**config.mk**
```make
export PLATFORM = sky130hd
export DESIGN_NAME = xfer_count_unit
export DESIGN_NICKNAME = d
export VERILOG_FILES = /design/src/rtl/xfc_pkg.sv /design/src/rtl/xfc_len_clamp.sv /design/src/rtl/xfc_down_counter.sv /design/src/rtl/xfc_ctrl.sv /design/src/rtl/xfc_status_regs.sv /design/src/rtl/xfer_count_unit.sv
export SDC_FILE = /design/constraint.sdc
export NUM_CORES = 1
export LEC_CHECK = 0
export ABC_AREA = 1
export CORE_MARGIN = 2
export CORE_UTILIZATION = 50
export DETAILED_ROUTE_END_ITERATION = 6
export DONT_BUFFER_PORTS = 1
export PLACE_DENSITY = 0.7
export SLEW_MARGIN = 20
export SYNTH_ARGS = -nofsm -noshare
export SYNTH_HDL_FRONTEND = slang
export SYNTH_SLANG_ARGS = --single-unit
```
**constraint.sdc**
```tcl
create_clock -name clk -period 5.8 [get_ports clk]
set_input_delay 0.29 -clock clk [delete_from_list [all_inputs] [get_ports clk]]
set_output_delay 0.29 -clock clk [all_outputs]
set_load 0.01 [all_outputs]
```
**src/rtl/xfc_pkg.sv**
```systemverilog
package xfc_pkg;

    typedef enum logic [1:0] {
        XS_IDLE = 2'd0,
        XS_RUN  = 2'd1,
        XS_WAIT = 2'd2
    } xfc_state_e;

    typedef enum logic [1:0] {
        RSEL_CNT_LO = 2'd0,
        RSEL_CNT_HI = 2'd1,
        RSEL_SEQ    = 2'd2,
        RSEL_FIFO   = 2'd3
    } xfc_rsel_e;

    typedef struct packed {
        logic to_dev;
        logic cmd;
    } xfc_mode_t;

    localparam logic [7:0] ST_INT_BIT  = 8'h80;
    localparam logic [7:0] ST_TC_BIT   = 8'h10;
    localparam logic [7:0] INTR_DONE   = 8'h10;
    localparam int         CNT_BYTES   = 2;

    function automatic logic is_count_sel(input logic [1:0] sel);
        return (sel == RSEL_CNT_LO) || (sel == RSEL_CNT_HI);
    endfunction

endpackage

```
**src/rtl/xfc_len_clamp.sv**
```systemverilog
module xfc_len_clamp #(
    parameter int CNT_W   = 16,
    parameter int RES_W   = 20,
    parameter int CMD_CAP = 32
) (
    input  logic [CNT_W-1:0]        prog,
    input  logic signed [RES_W-1:0] res,
    input  logic                    cmd_mode,
    output logic [CNT_W:0]          eff,
    output logic                    to_dev
);
    localparam int LEN_W = CNT_W + 1;
    localparam int CW    = (RES_W > LEN_W) ? RES_W : LEN_W;

    logic [LEN_W-1:0] prog_full;
    logic [RES_W-1:0] mag;
    logic [CW-1:0]    lim_a;
    logic [CW-1:0]    lim_b;

    always_comb begin
        prog_full = (prog == '0) ? (LEN_W'(1) << CNT_W) : {1'b0, prog};
        to_dev    = res[RES_W-1];
        mag       = to_dev ? RES_W'(-res) : RES_W'(res);
        lim_a     = CW'(prog_full);
        lim_b     = cmd_mode ? CW'(CMD_CAP) : CW'(mag);
        eff       = (lim_a < lim_b) ? LEN_W'(lim_a) : LEN_W'(lim_b);
    end
endmodule

```
**src/rtl/xfc_down_counter.sv**
```systemverilog
module xfc_down_counter #(
    parameter int LEN_W = 17,
    parameter int RES_W = 20
) (
    input  logic                    clk,
    input  logic                    rst,
    input  logic                    load,
    input  logic [LEN_W-1:0]        load_len,
    input  logic signed [RES_W-1:0] load_res,
    input  logic                    dec,
    input  logic                    res_step,
    input  logic                    to_dev,
    input  logic                    clear,
    output logic [LEN_W-1:0]        count,
    output logic signed [RES_W-1:0] res_q
);
    always_ff @(posedge clk) begin
        if (rst) begin
            count <= '0;
        end else if (clear) begin
            count <= '0;
        end else if (load) begin
            count <= load_len;
        end else if (dec) begin
            count <= count - LEN_W'(1);
        end
    end

    always_ff @(posedge clk) begin
        if (rst) begin
            res_q <= '0;
        end else if (load) begin
            res_q <= load_res;
        end else if (dec && res_step) begin
            res_q <= to_dev ? res_q + RES_W'(1) : res_q - RES_W'(1);
        end
    end

    assert_dec_nonzero_R11: assert property (@(posedge clk) disable iff (rst)
        dec |-> count != '0);

    assert_dec_step_R6: assert property (@(posedge clk) disable iff (rst)
        (dec && !clear && !load) |=> count == $past(count) - LEN_W'(1));
endmodule

```
**src/rtl/xfc_ctrl.sv**
```systemverilog
module xfc_ctrl #(
    parameter int LEN_W = 17,
    parameter int RES_W = 20
) (
    input  logic                    clk,
    input  logic                    rst,
    input  logic                    start,
    input  logic                    byte_stb,
    input  logic                    dev_done,
    input  logic                    cmd_mode,
    input  logic                    to_dev,
    input  logic                    eff_zero,
    input  logic                    count_last,
    input  logic signed [RES_W-1:0] res_q,
    output logic                    load,
    output logic                    dec,
    output logic                    res_step,
    output logic                    post_done,
    output logic                    busy,
    output logic                    dir_q
);
    import xfc_pkg::*;

    localparam logic signed [RES_W-1:0] RES_ONE = RES_W'(1);

    xfc_state_e state, nxt;
    xfc_mode_t  mode_q;

    always_comb begin
        nxt       = state;
        load      = 1'b0;
        dec       = 1'b0;
        post_done = 1'b0;
        unique case (state)
            XS_IDLE: begin
                if (start) begin
                    load = 1'b1;
                    if (eff_zero) post_done = 1'b1;
                    else          nxt = XS_RUN;
                end
            end
            XS_RUN: begin
                if (dev_done) begin
                    post_done = 1'b1;
                    nxt       = XS_IDLE;
                end else if (byte_stb) begin
                    dec = 1'b1;
                    if (count_last) begin
                        if (mode_q.to_dev || mode_q.cmd || (res_q > RES_ONE)) begin
                            post_done = 1'b1;
                            nxt       = XS_IDLE;
                        end else begin
                            nxt = XS_WAIT;
                        end
                    end
                end
            end
            XS_WAIT: begin
                if (dev_done) begin
                    post_done = 1'b1;
                    nxt       = XS_IDLE;
                end
            end
            default: nxt = XS_IDLE;
        endcase
    end

    always_ff @(posedge clk) begin
        if (rst) begin
            state  <= XS_IDLE;
            mode_q <= '0;
        end else begin
            state <= nxt;
            if (load) begin
                mode_q.to_dev <= to_dev;
                mode_q.cmd    <= cmd_mode;
            end
        end
    end

    assign busy     = (state != XS_IDLE);
    assign res_step = !mode_q.cmd;
    assign dir_q    = mode_q.to_dev;

    assert_wait_inbound_R9: assert property (@(posedge clk) disable iff (rst)
        (state == XS_WAIT) |-> (!mode_q.to_dev && !mode_q.cmd));

    assert_restart_ignored_R13: assert property (@(posedge clk) disable iff (rst)
        (state == XS_RUN && start && !byte_stb && !dev_done) |=> state == XS_RUN);
endmodule

```
**src/rtl/xfc_status_regs.sv**
```systemverilog
module xfc_status_regs (
    input  logic       clk,
    input  logic       rst,
    input  logic       post_done,
    input  logic       tc_clr,
    input  logic       int_ack,
    input  logic       seq_we,
    input  logic       fifo_we,
    input  logic [7:0] wdata,
    output logic [7:0] status,
    output logic [7:0] intr,
    output logic [7:0] seq,
    output logic [7:0] fifo_flags,
    output logic       irq
);
    import xfc_pkg::*;

    logic [7:0] status_nxt;

    always_comb begin
        status_nxt = status;
        if (post_done) begin
            status_nxt = status | ST_INT_BIT | ST_TC_BIT;
        end else begin
            if (tc_clr)  status_nxt = status_nxt & ~ST_TC_BIT;
            if (int_ack) status_nxt = status_nxt & ~ST_INT_BIT;
        end
    end

    always_ff @(posedge clk) begin
        if (rst) begin
            status     <= '0;
            intr       <= '0;
            seq        <= '0;
            fifo_flags <= '0;
            irq        <= 1'b0;
        end else begin
            status <= status_nxt;
            if (post_done) begin
                intr       <= INTR_DONE;
                seq        <= '0;
                fifo_flags <= '0;
                irq        <= 1'b1;
            end else begin
                if (seq_we)  seq        <= wdata;
                if (fifo_we) fifo_flags <= wdata;
                if (int_ack) irq        <= 1'b0;
            end
        end
    end

    assert_post_regs_R7: assert property (@(posedge clk) disable iff (rst)
        post_done |=> (status[7] && status[4] && intr == INTR_DONE && irq
                       && seq == '0 && fifo_flags == '0));

    assert_ack_clears_R12: assert property (@(posedge clk) disable iff (rst)
        (int_ack && !post_done) |=> (!irq && !status[7]));

    assert_tc_cleared_R5: assert property (@(posedge clk) disable iff (rst)
        (tc_clr && !post_done) |=> !status[4]);
endmodule

```
**src/rtl/xfer_count_unit.sv**
```systemverilog
module xfer_count_unit #(
    parameter int RES_W   = 20,
    parameter int CMD_CAP = 32
) (
    input  logic                    clk,
    input  logic                    rst,
    input  logic                    reg_we,
    input  logic [1:0]              reg_sel,
    input  logic [7:0]              reg_wdata,
    input  logic                    start,
    input  logic                    cmd_mode,
    input  logic signed [RES_W-1:0] residual,
    input  logic                    byte_stb,
    input  logic                    dev_done,
    input  logic                    int_ack,
    output logic [7:0]              cnt_lo,
    output logic [7:0]              cnt_hi,
    output logic [7:0]              status,
    output logic [7:0]              intr,
    output logic [7:0]              seq,
    output logic [7:0]              fifo_flags,
    output logic                    irq,
    output logic signed [RES_W-1:0] res_left,
    output logic                    busy
);
    import xfc_pkg::*;

    localparam int CNT_W = 8 * CNT_BYTES;
    localparam int LEN_W = CNT_W + 1;

    logic [7:0]       prog_byte [CNT_BYTES];
    logic [CNT_W-1:0] prog;
    logic [LEN_W-1:0] eff;
    logic [LEN_W-1:0] count;
    logic             to_dev, dir_q;
    logic             load, dec, res_step, post_done;
    logic             tc_clr;

    for (genvar b = 0; b < CNT_BYTES; b++) begin : g_prog
        always_ff @(posedge clk) begin
            if (rst) begin
                prog_byte[b] <= '0;
            end else if (reg_we && reg_sel == 2'(b)) begin
                prog_byte[b] <= reg_wdata;
            end
        end
        assign prog[8*b +: 8] = prog_byte[b];
    end

    assign tc_clr = start || (reg_we && is_count_sel(reg_sel));

    xfc_len_clamp #(.CNT_W(CNT_W), .RES_W(RES_W), .CMD_CAP(CMD_CAP)) u_clamp (
        .prog     (prog),
        .res      (residual),
        .cmd_mode (cmd_mode),
        .eff      (eff),
        .to_dev   (to_dev)
    );

    xfc_ctrl #(.LEN_W(LEN_W), .RES_W(RES_W)) u_ctrl (
        .clk        (clk),
        .rst        (rst),
        .start      (start),
        .byte_stb   (byte_stb),
        .dev_done   (dev_done),
        .cmd_mode   (cmd_mode),
        .to_dev     (to_dev),
        .eff_zero   (eff == '0),
        .count_last (count == LEN_W'(1)),
        .res_q      (res_left),
        .load       (load),
        .dec        (dec),
        .res_step   (res_step),
        .post_done  (post_done),
        .busy       (busy),
        .dir_q      (dir_q)
    );

    xfc_down_counter #(.LEN_W(LEN_W), .RES_W(RES_W)) u_cnt (
        .clk      (clk),
        .rst      (rst),
        .load     (load),
        .load_len (eff),
        .load_res (residual),
        .dec      (dec),
        .res_step (res_step),
        .to_dev   (dir_q),
        .clear    (post_done),
        .count    (count),
        .res_q    (res_left)
    );

    xfc_status_regs u_regs (
        .clk        (clk),
        .rst        (rst),
        .post_done  (post_done),
        .tc_clr     (tc_clr),
        .int_ack    (int_ack),
        .seq_we     (reg_we && reg_sel == RSEL_SEQ),
        .fifo_we    (reg_we && reg_sel == RSEL_FIFO),
        .wdata      (reg_wdata),
        .status     (status),
        .intr       (intr),
        .seq        (seq),
        .fifo_flags (fifo_flags),
        .irq        (irq)
    );

    assign cnt_lo = count[7:0];
    assign cnt_hi = count[15:8];

    assert_done_zeroes_count_R7: assert property (@(posedge clk) disable iff (rst)
        post_done |=> (cnt_lo == 8'h00 && cnt_hi == 8'h00 && !busy));

    assert_irq_has_status_R7: assert property (@(posedge clk) disable iff (rst)
        $rose(irq) |-> status[7]);
endmodule

```
==> impl_results.md, run 1 <==
- # rows: 40
- Area after DPL: 5910 sq um
- Final HPWL DP: 11800 um
- Setup crit end kind: flop
- Fin Setup TNS: 0 ns
- Final ANT Viol Nets: 0
- GR peak layer: met2
- Clock share of power: 29.8%
- I/O Buffers: 0
- Post-Synthesis Cells: 916
- TritonCTS clock tree: yes
- Ant diodes: 0
- Fraction of registers with async set/reset: 0%
- Die area: 13200 sq um
- Worst-Skew Late Latency: 0.36 ns
- Psw: 0.849 mW
- Area of the core: 12000 sq um
- Largest net degree at the start of global routing: 44
- Overall Global Routing Usage: 23.9%
- Period minus WS final: 4.46 ns
- Drt pass-1 iters: 4
- H-tree depth: 3
- Final Hold Vio Count: 0
- Nets: 924
- Combinational share of power: 34.2%
- DRT iter0 DRCs: 452
- RSZ-0062 raised after global routing: false
- Proportion of layout cells with a drive suffix above 1: 11.0%
- Area Overhead vs Synth: 1.34%
- CTS Sinks: 76
- Detailed-route wire length per cell: 15.3 um
- Sw Share: 41.4%
- Fmax: 0.224 GHz
- Grt met1 use: 33.0%
- CTS buffer count: 9
- Fin crit share: 76.9%
- Leak Pwr: 2.73 nW
- Int Power: 1.20 mW
- Mean post-synth cell area: 6.72 sq um
- Worst EP required: 6.03 ns
- CP max stage cell: buf_4
- Fill cell count: 1239
- Count of pins over their slew limit: 0
- Min-Delay Path Class: input port to flop
- Worst Skew: 0.00671 ns
- Crit start category: input port
- Worst EP arrival: 4.69 ns
- Most used DFF post-synth: dfxtp_1
- EDFF count, synth: 16
- Slew @ Worst Pin: 1.06 ns
- Design Area, Final: 6240 sq um
- PD cells: 329 nW/um^2
- Final setup viols: 0
- Die Ht: 115 um
- Total congestion overflow: 0
- Reg power frac: 36.1%
- Max clock buf depth: 2
- CP Buf/Inv Count: 4
- Max-capacitance violation count: 0
- First-pass GRT wire length: 24900 um
- Crit path cell chain: inv_1, ha_1, nand2_2, nor2_4, nand2_2, o21ai_0, nand2_1, o21ai_0, nor2_1, nor3_1, inv_1, ha_1, inv_1, nor2_2, nand3_4, nand3_4, o21ai_0, nor3b_2, nand3_4, nand3_4, buf_4, nor2_4
- Max incr delay on CP: 0.53 ns
- Worst-path clk slew: 0.07 ns
- Peak VDD IR: 0.181 mV
- Vias per inst: 5.45
- Slew margin rel.: 28.4%
- Critical path class: input port to flop
- Cell area after synthesis: 6150 sq um
- Post-Route WL: 15600 um
- DIE WIDTH: 115 um
- # IOs: 108
- Ys Warns: 0
- Final Wtd Congestion: 0.926
- Vias: 5533
- Initial antenna violation count: 0
- Worst Path Max Fanout: 21
- Root Driver: clkbuf_16
- Met3 Use GR: 5.64%
- Synthesized flop and latch total: 76
- DRC viols: 0
- Fraction of the yosys area taken by sequential cells: 27.3%
- Number of different library cells in the post-synthesis netlist: 48
- CP dominant cell by count: nand3_4
- Initial Utilization: 51.2%
- Met2 usage: 36.8%
- Run status: complete, no violations
- Cell family with most CP delay: simple AND/OR/NAND/NOR gates
- Vias in the first global route: 4830
==> Yosys cell counts, drive strengths merged, types with 4 or more instances <==
library cell	number	share of area [%]
clkbuf	41	2.5
nand3	60	5.8
ha	22	4.5
nor4	7	0.71
nand2	171	11
o21ai	61	5.1
xnor2	4	0.57
inv	108	6.6
a21oi	71	5.8
xor2	14	2.0
o211ai	4	0.49
dfxtp	60	20
buf	38	5.5
nor2	169	15
edfxtp	16	7.8
nand4	16	1.6
a31oi	5	0.51
nor3	21	1.7
==> layout make-up <==
class	count	area, sq um	share of cell area, %
Clock buffer	9	225	3.61
Clock inverter	7	87.6	1.40
Inverter	108	405	6.50
Multi-Input combinational cell	665	3620	58.1
Sequential cell	76	1680	27.0
Tap cell	147	184	2.95
Timing Repair Buffer	4	32.5	0.522
==> layout by cell type (no fill, tap or decap), types with 3 or more instances in the layout <==
cell	n
conb_1	13
buf_4	3
a31oi_1	5
nor4_1	7
o21ai_2	3
xor2_1	14
o21ai_0	56
nor2_4	33
xnor2_1	4
nand4_1	16
nand2_1	158
dfxtp_1	60
o211ai_1	4
nand2_2	12
nand3_4	4
ha_1	22
inv_2	9
nor2_2	10
nand3_1	55
inv_1	99
edfxtp_1	16
a21oi_1	71
inv_6	4
nor3_1	21
nor2_1	126
clkbuf_16	9
==> power by group through the flow <==
stage	clock network (mW)	registers [mW]	logic (mW)
6_report	0.610	0.739	0.700
5_1_grt	0.638	0.754	0.788
4_1_cts	0.621	0.739	0.694
3_5_place_dp	0	0.750	0.686
3_3_place_gp	0	0.751	0.680
2_1_floorplan	0	0.697	0.648
==> final timing paths <==
check	slack (ns)	cells after the start	endpoint	start
hold / removal	0.08	2	u_ctrl.mode_q[0]$_SDFFE_PP0P_	cmd_mode
setup reg to reg	1.73	14	u_cnt.count[1]$_SDFFE_PP0P_	prog_byte[0][1]$_SDFFCE_PN0P_
hold reg to reg	0.47	2	u_ctrl.mode_q[0]$_SDFFE_PP0P_	u_ctrl.mode_q[0]$_SDFFE_PP0P_
setup / recovery	1.34	22	u_cnt.count[1]$_SDFFE_PP0P_	residual[0]
==> cell families after synthesis <==
kind of cell               after synthesis  synth area share, %
AOI/OAI and AO/OA                      162                 14.7
xor gates and xnor gates                18                 2.56
adders and majority gates               22                 4.47
buffers and inverters                  187                 14.6
DFF                                     76                 27.3
other                                    1               0.0609
and+or+nand+nor                        450                 36.3
==> registers in the layout, summed over array words and instances, names as in the netlist <==
signal and cells:
u_cnt.count 17, u_regs.irq 1, u_regs.seq 8, u_regs.status 1, u_cnt.res_q 20, u_ctrl.state 2, prog_byte 16, u_regs.intr 1
u_ctrl.dir_q 1, u_ctrl.mode_q 1, u_regs.fifo_flags 8
==> metrics by stage <==
step	std cells	hold WS (ns)	setup slack [ns]	total power [mW]	util [%]
6_report	1016	0.0847	1.34	2.05	51.9
5_1_grt	1016	0.107	0.948	2.18	51.9
4_1_cts	1016	0.0770	1.43	2.05	51.9
3_5_place_dp	999	0.362	1.06	1.44	49.2
3_3_place_gp	999	0.363	1.03	1.43	49.2
2_1_floorplan	928	0.441	2.42	1.35	-
==> repair_timing <==
action	4_1_cts	5_1_grt
gates resized for setup	0	0
hold buffers	1	0
setup buffers	0	0
endpoints found under the hold margin	18	0
==> per-layer routing <==
metal / up-vias / part of all wire [%]
met5: - / 0
met4: 0 / 1.5
met2: 170 / 44
met3: 15 / 7.8
li1: 2835 / -
met1: 2513 / 47
Note: power is estimated with default switching activity, not from simulation.
==> run 2, diff against run 1 <==
--- a/config.mk
+++ b/config.mk
@@ -5,7 +5,7 @@
 export SDC_FILE = /design/constraint.sdc
 export NUM_CORES = 1
 export LEC_CHECK = 0
-export ABC_AREA = 1
+export ABC_AREA = 0
 export CORE_MARGIN = 2
 export CORE_UTILIZATION = 50
 export DETAILED_ROUTE_END_ITERATION = 6
==> constraint.sdc (replaced) <==
create_clock -name clk -period 4.5 [get_ports clk]
set_input_delay 0.225 -clock clk [delete_from_list [all_inputs] [get_ports clk]]
set_output_delay 0.225 -clock clk [all_outputs]
set_load 0.01 [all_outputs]
==> run 2 against run 1 <==
Register-to-register slack got worse by 0.36 ns. Count of clock-buffer cells in the layout unchanged. Worst hold slack worse by 0.049 ns. Largest power group unchanged. Highest routed layer unchanged.
==> impl_results.md, run 2 <==
- Mean post-synth cell area: 8.16 sq um
- Area of the multi-input gates: 3340 sq um
- Detailed-route wire length per cell: 19.3 um
- Ys Warns: 0
- Post-CTS resize count: 0
- Int Power: 1.21 mW
- Final HPWL DP: 10800 um
- Final Wtd Congestion: 0.929
- Die Ht: 109 um
- Wire length on met2: 6900 um
- Setup bufs post-CTS: 0
- Worst r2r dst: u_cnt.count[10]$_SDFFE_PP0P_
- Fraction of the yosys area taken by sequential cells: 30.6%
- Proportion of layout cells with a drive suffix above 1: 6.22%
- Worst-path clk slew: 0.08 ns
- Min-Delay Path Class: input port to flop
- Number of different library cells in the post-synthesis netlist: 66
- Critical R2R Launch: u_cnt.count[9]$_SDFFE_PP0P_
- Hold_sp: residual[4]
- Final ANT Viol Nets: 0
- Fin util: 51.8%
- Vias in the first global route: 4726
- Most common cell in the synthesized netlist: nor2_1
- Fraction of registers with async set/reset: 0%
- Max reg flops: 20
- TritonCTS clock tree: yes
- PD cells: 322 nW/um^2
- EDFF count, synth: 16
- RSZ-0062 raised after global routing: false
- Worst-Skew Late Latency: 0.37 ns
- Sequential cell area: 1680 sq um
- CTS Sinks: 76
- Root Driver: clkbuf_8
- Vias per inst: 6.34
- Crit start category: input port
- Met3 wire len: 1360 um
- Hold path depth: 2
- DRC viols: 0
- Initial Utilization: 50.8%
- Post-synth top area share: 21.9%
- Max layer used: met4
- Total congestion overflow: 0
- Reg power frac: 46.4%
- Worst EP required: 4.74 ns
- Period minus WS final: 3.94 ns
- Peak VDD IR: 0.190 mV
- H-tree depth: 3
- Synth area leaders: dfxtp_1 22%, edfxtp_1 8.8%, ha_1 5.0%
- Reg2Reg Depth: 8
- Most used DFF post-synth: dfxtp_1
- Clock share of power: 33.0%
- Fin Setup TNS: 0 ns
- Cell area after synthesis: 5490 sq um
- Post-synth top area cell: dfxtp_1
- Largest registers: u_cnt.res_q: 20 flops, u_cnt.count: 17 flops, prog_byte: 16 flops
- Overall Global Routing Usage: 25.8%
- Final setup viols: 0
- Max clock buf depth: 2
- Worst Skew: 0.00740 ns
- Area Overhead vs Synth: 1.85%
- Fill cell count: 990
- Critical path class: input port to flop
- I/O Buffers: 0
- Drt pass-1 iters: 5
- Initial antenna violation count: 0
- Worst hold slack: 0.0361 ns
- Post-Route WL: 14800 um
- Nets: 682
- DRT iter0 DRCs: 356
- Largest net degree at the start of global routing: 41
- Count of pins over their slew limit: 0
- Fin crit share: 87.5%
- Worst Path Max Fanout: 36
- Ant diodes: 0
- Worst EP arrival: 4.18 ns
- Final Hold Vio Count: 0
- CTS buffer count: 9
- Slew margin rel.: 29.2%
- Max-capacitance violation count: 0
- Run status: complete, no violations
- # IOs: 108
- DIE WIDTH: 109 um
- Sw Share: 32.7%
- Area of the core: 10800 sq um
- Commonest non-fill, non-tap cell in the layout: nor2_1
- Setup crit end kind: flop
- Reg2reg setup slack: 1.37 ns
- Combinational share of power: 20.6%
- # rows: 38
- Commonest cells post-synth: 61 x nor2_1, 60 x dfxtp_1, 52 x nor3_1, 46 x clkbuf_1, 39 x nand2_1
- Post-Synthesis Cells: 672
- Hold EP: u_cnt.res_q[4]$_SDFFE_PP0P_
- Die area: 11800 sq um
- Psw: 0.589 mW
- Fmax: 0.254 GHz
- Commonest non-fill, non-tap cells in the layout: 61 x nor2_1, 60 x dfxtp_1, 52 x nor3_1
- First-pass GRT wire length: 23700 um
- Slew @ Worst Pin: 1.05 ns
- Metal-1 WL: 6040 um
- Leak Pwr: 2.08 nW
- Synthesized flop and latch total: 76
- Largest reg by FF count: u_cnt.res_q
- Vias: 4864
-- run 2: how the worst max path moves through the flow --
stage	start	end	slack, ns	cells past startpoint
after floorplan	residual[0]	u_cnt.count[11]$_SDFFE_PP0P_	0.59	17
after global placement	residual[6]	u_regs.status[4]$_SDFFE_PP0P_	0.33	13
after detailed placement	residual[1]	u_regs.fifo_flags[0]$_SDFFE_PP0P_	0.23	15
after CTS	residual[1]	u_regs.fifo_flags[0]$_SDFFE_PP0P_	0.61	15
after global routing	residual[1]	u_regs.fifo_flags[1]$_SDFFE_PP0P_	0.27	15
final	residual[1]	u_regs.seq[0]$_SDFFE_PP0P_	0.56	15
-- run 2: layer usage --
| metal | global-route usage (%) | vias up |
|---|---|---|
| li1 | - | 2317 |
| met1 | 31.5 | 2283 |
| met2 | 41.3 | 230 |
| met3 | 7.47 | 34 |
| met4 | 13.2 | 0 |
| met5 | 0 | - |
-- run 2: power by group through the flow --
stage | registers [mW] | clock network, mW | logic, mW
2_1_floorplan | 0.814 | 0 | 0.345
3_3_place_gp | 0.849 | 0 | 0.348
3_5_place_dp | 0.850 | 0 | 0.356
4_1_cts | 0.835 | 0.606 | 0.367
5_1_grt | 0.845 | 0.630 | 0.418
6_report | 0.835 | 0.595 | 0.371
-- run 2: critical path, stage by stage --
cell	delay [ns]
inv_1	0.06
ha_1	0.16
or3b_1	0.45
or3_1	0.50
o41ai_2	0.36
xor2_1	0.15
or2_2	0.29
ha_1	0.30
o2111ai_1	0.11
a211oi_1	0.29
o211a_2	0.44
nand2_2	0.16
nor4_4	0.34
buf_12	0.23
nor3_1	0.08
-- run 2: cell type report --
| class | count | share of cell area [%] |
|---|---|---|
| Clock buffer | 9 | 2.22 |
| Clock inverter | 7 | 1.77 |
| Inverter | 14 | 0.940 |
| Multi-Input combinational cell | 509 | 59.8 |
| Sequential cell | 76 | 30.1 |
| Tap cell | 140 | 3.13 |
| Timing Repair Buffer | 12 | 2.02 |
-- run 2: logic make-up after synthesis --
logic type	count (synthesis)	synth area share [%]
other	1	0.0683
buffers and inverters	99	9.28
DFF	76	30.6
adders and majority gates	22	5.02
muxes	25	4.61
and+or+nand+nor	275	26.7
xor gates and xnor gates	37	5.91
AOI/OAI and AO/OA	137	17.8
-- run 2: metrics by stage --
stage	instances	setup slack, ns	area (sq um)	power, mW
final	767	0.563	5590	1.80
after global routing	767	0.266	5590	1.89
after CTS	767	0.613	5590	1.81
after detailed placement	747	0.231	5330	1.21
after global placement	747	0.331	5330	1.20
after floorplan	684	0.593	5530	1.16
-- run 2: what timing repair did --
| item | in CTS | in global routing |
|---|---|---|
| hold buffers | 4 | 0 |
| setup endpoints to repair | 0 | 0 |
| hold endpoints to repair | 23 | 0 |
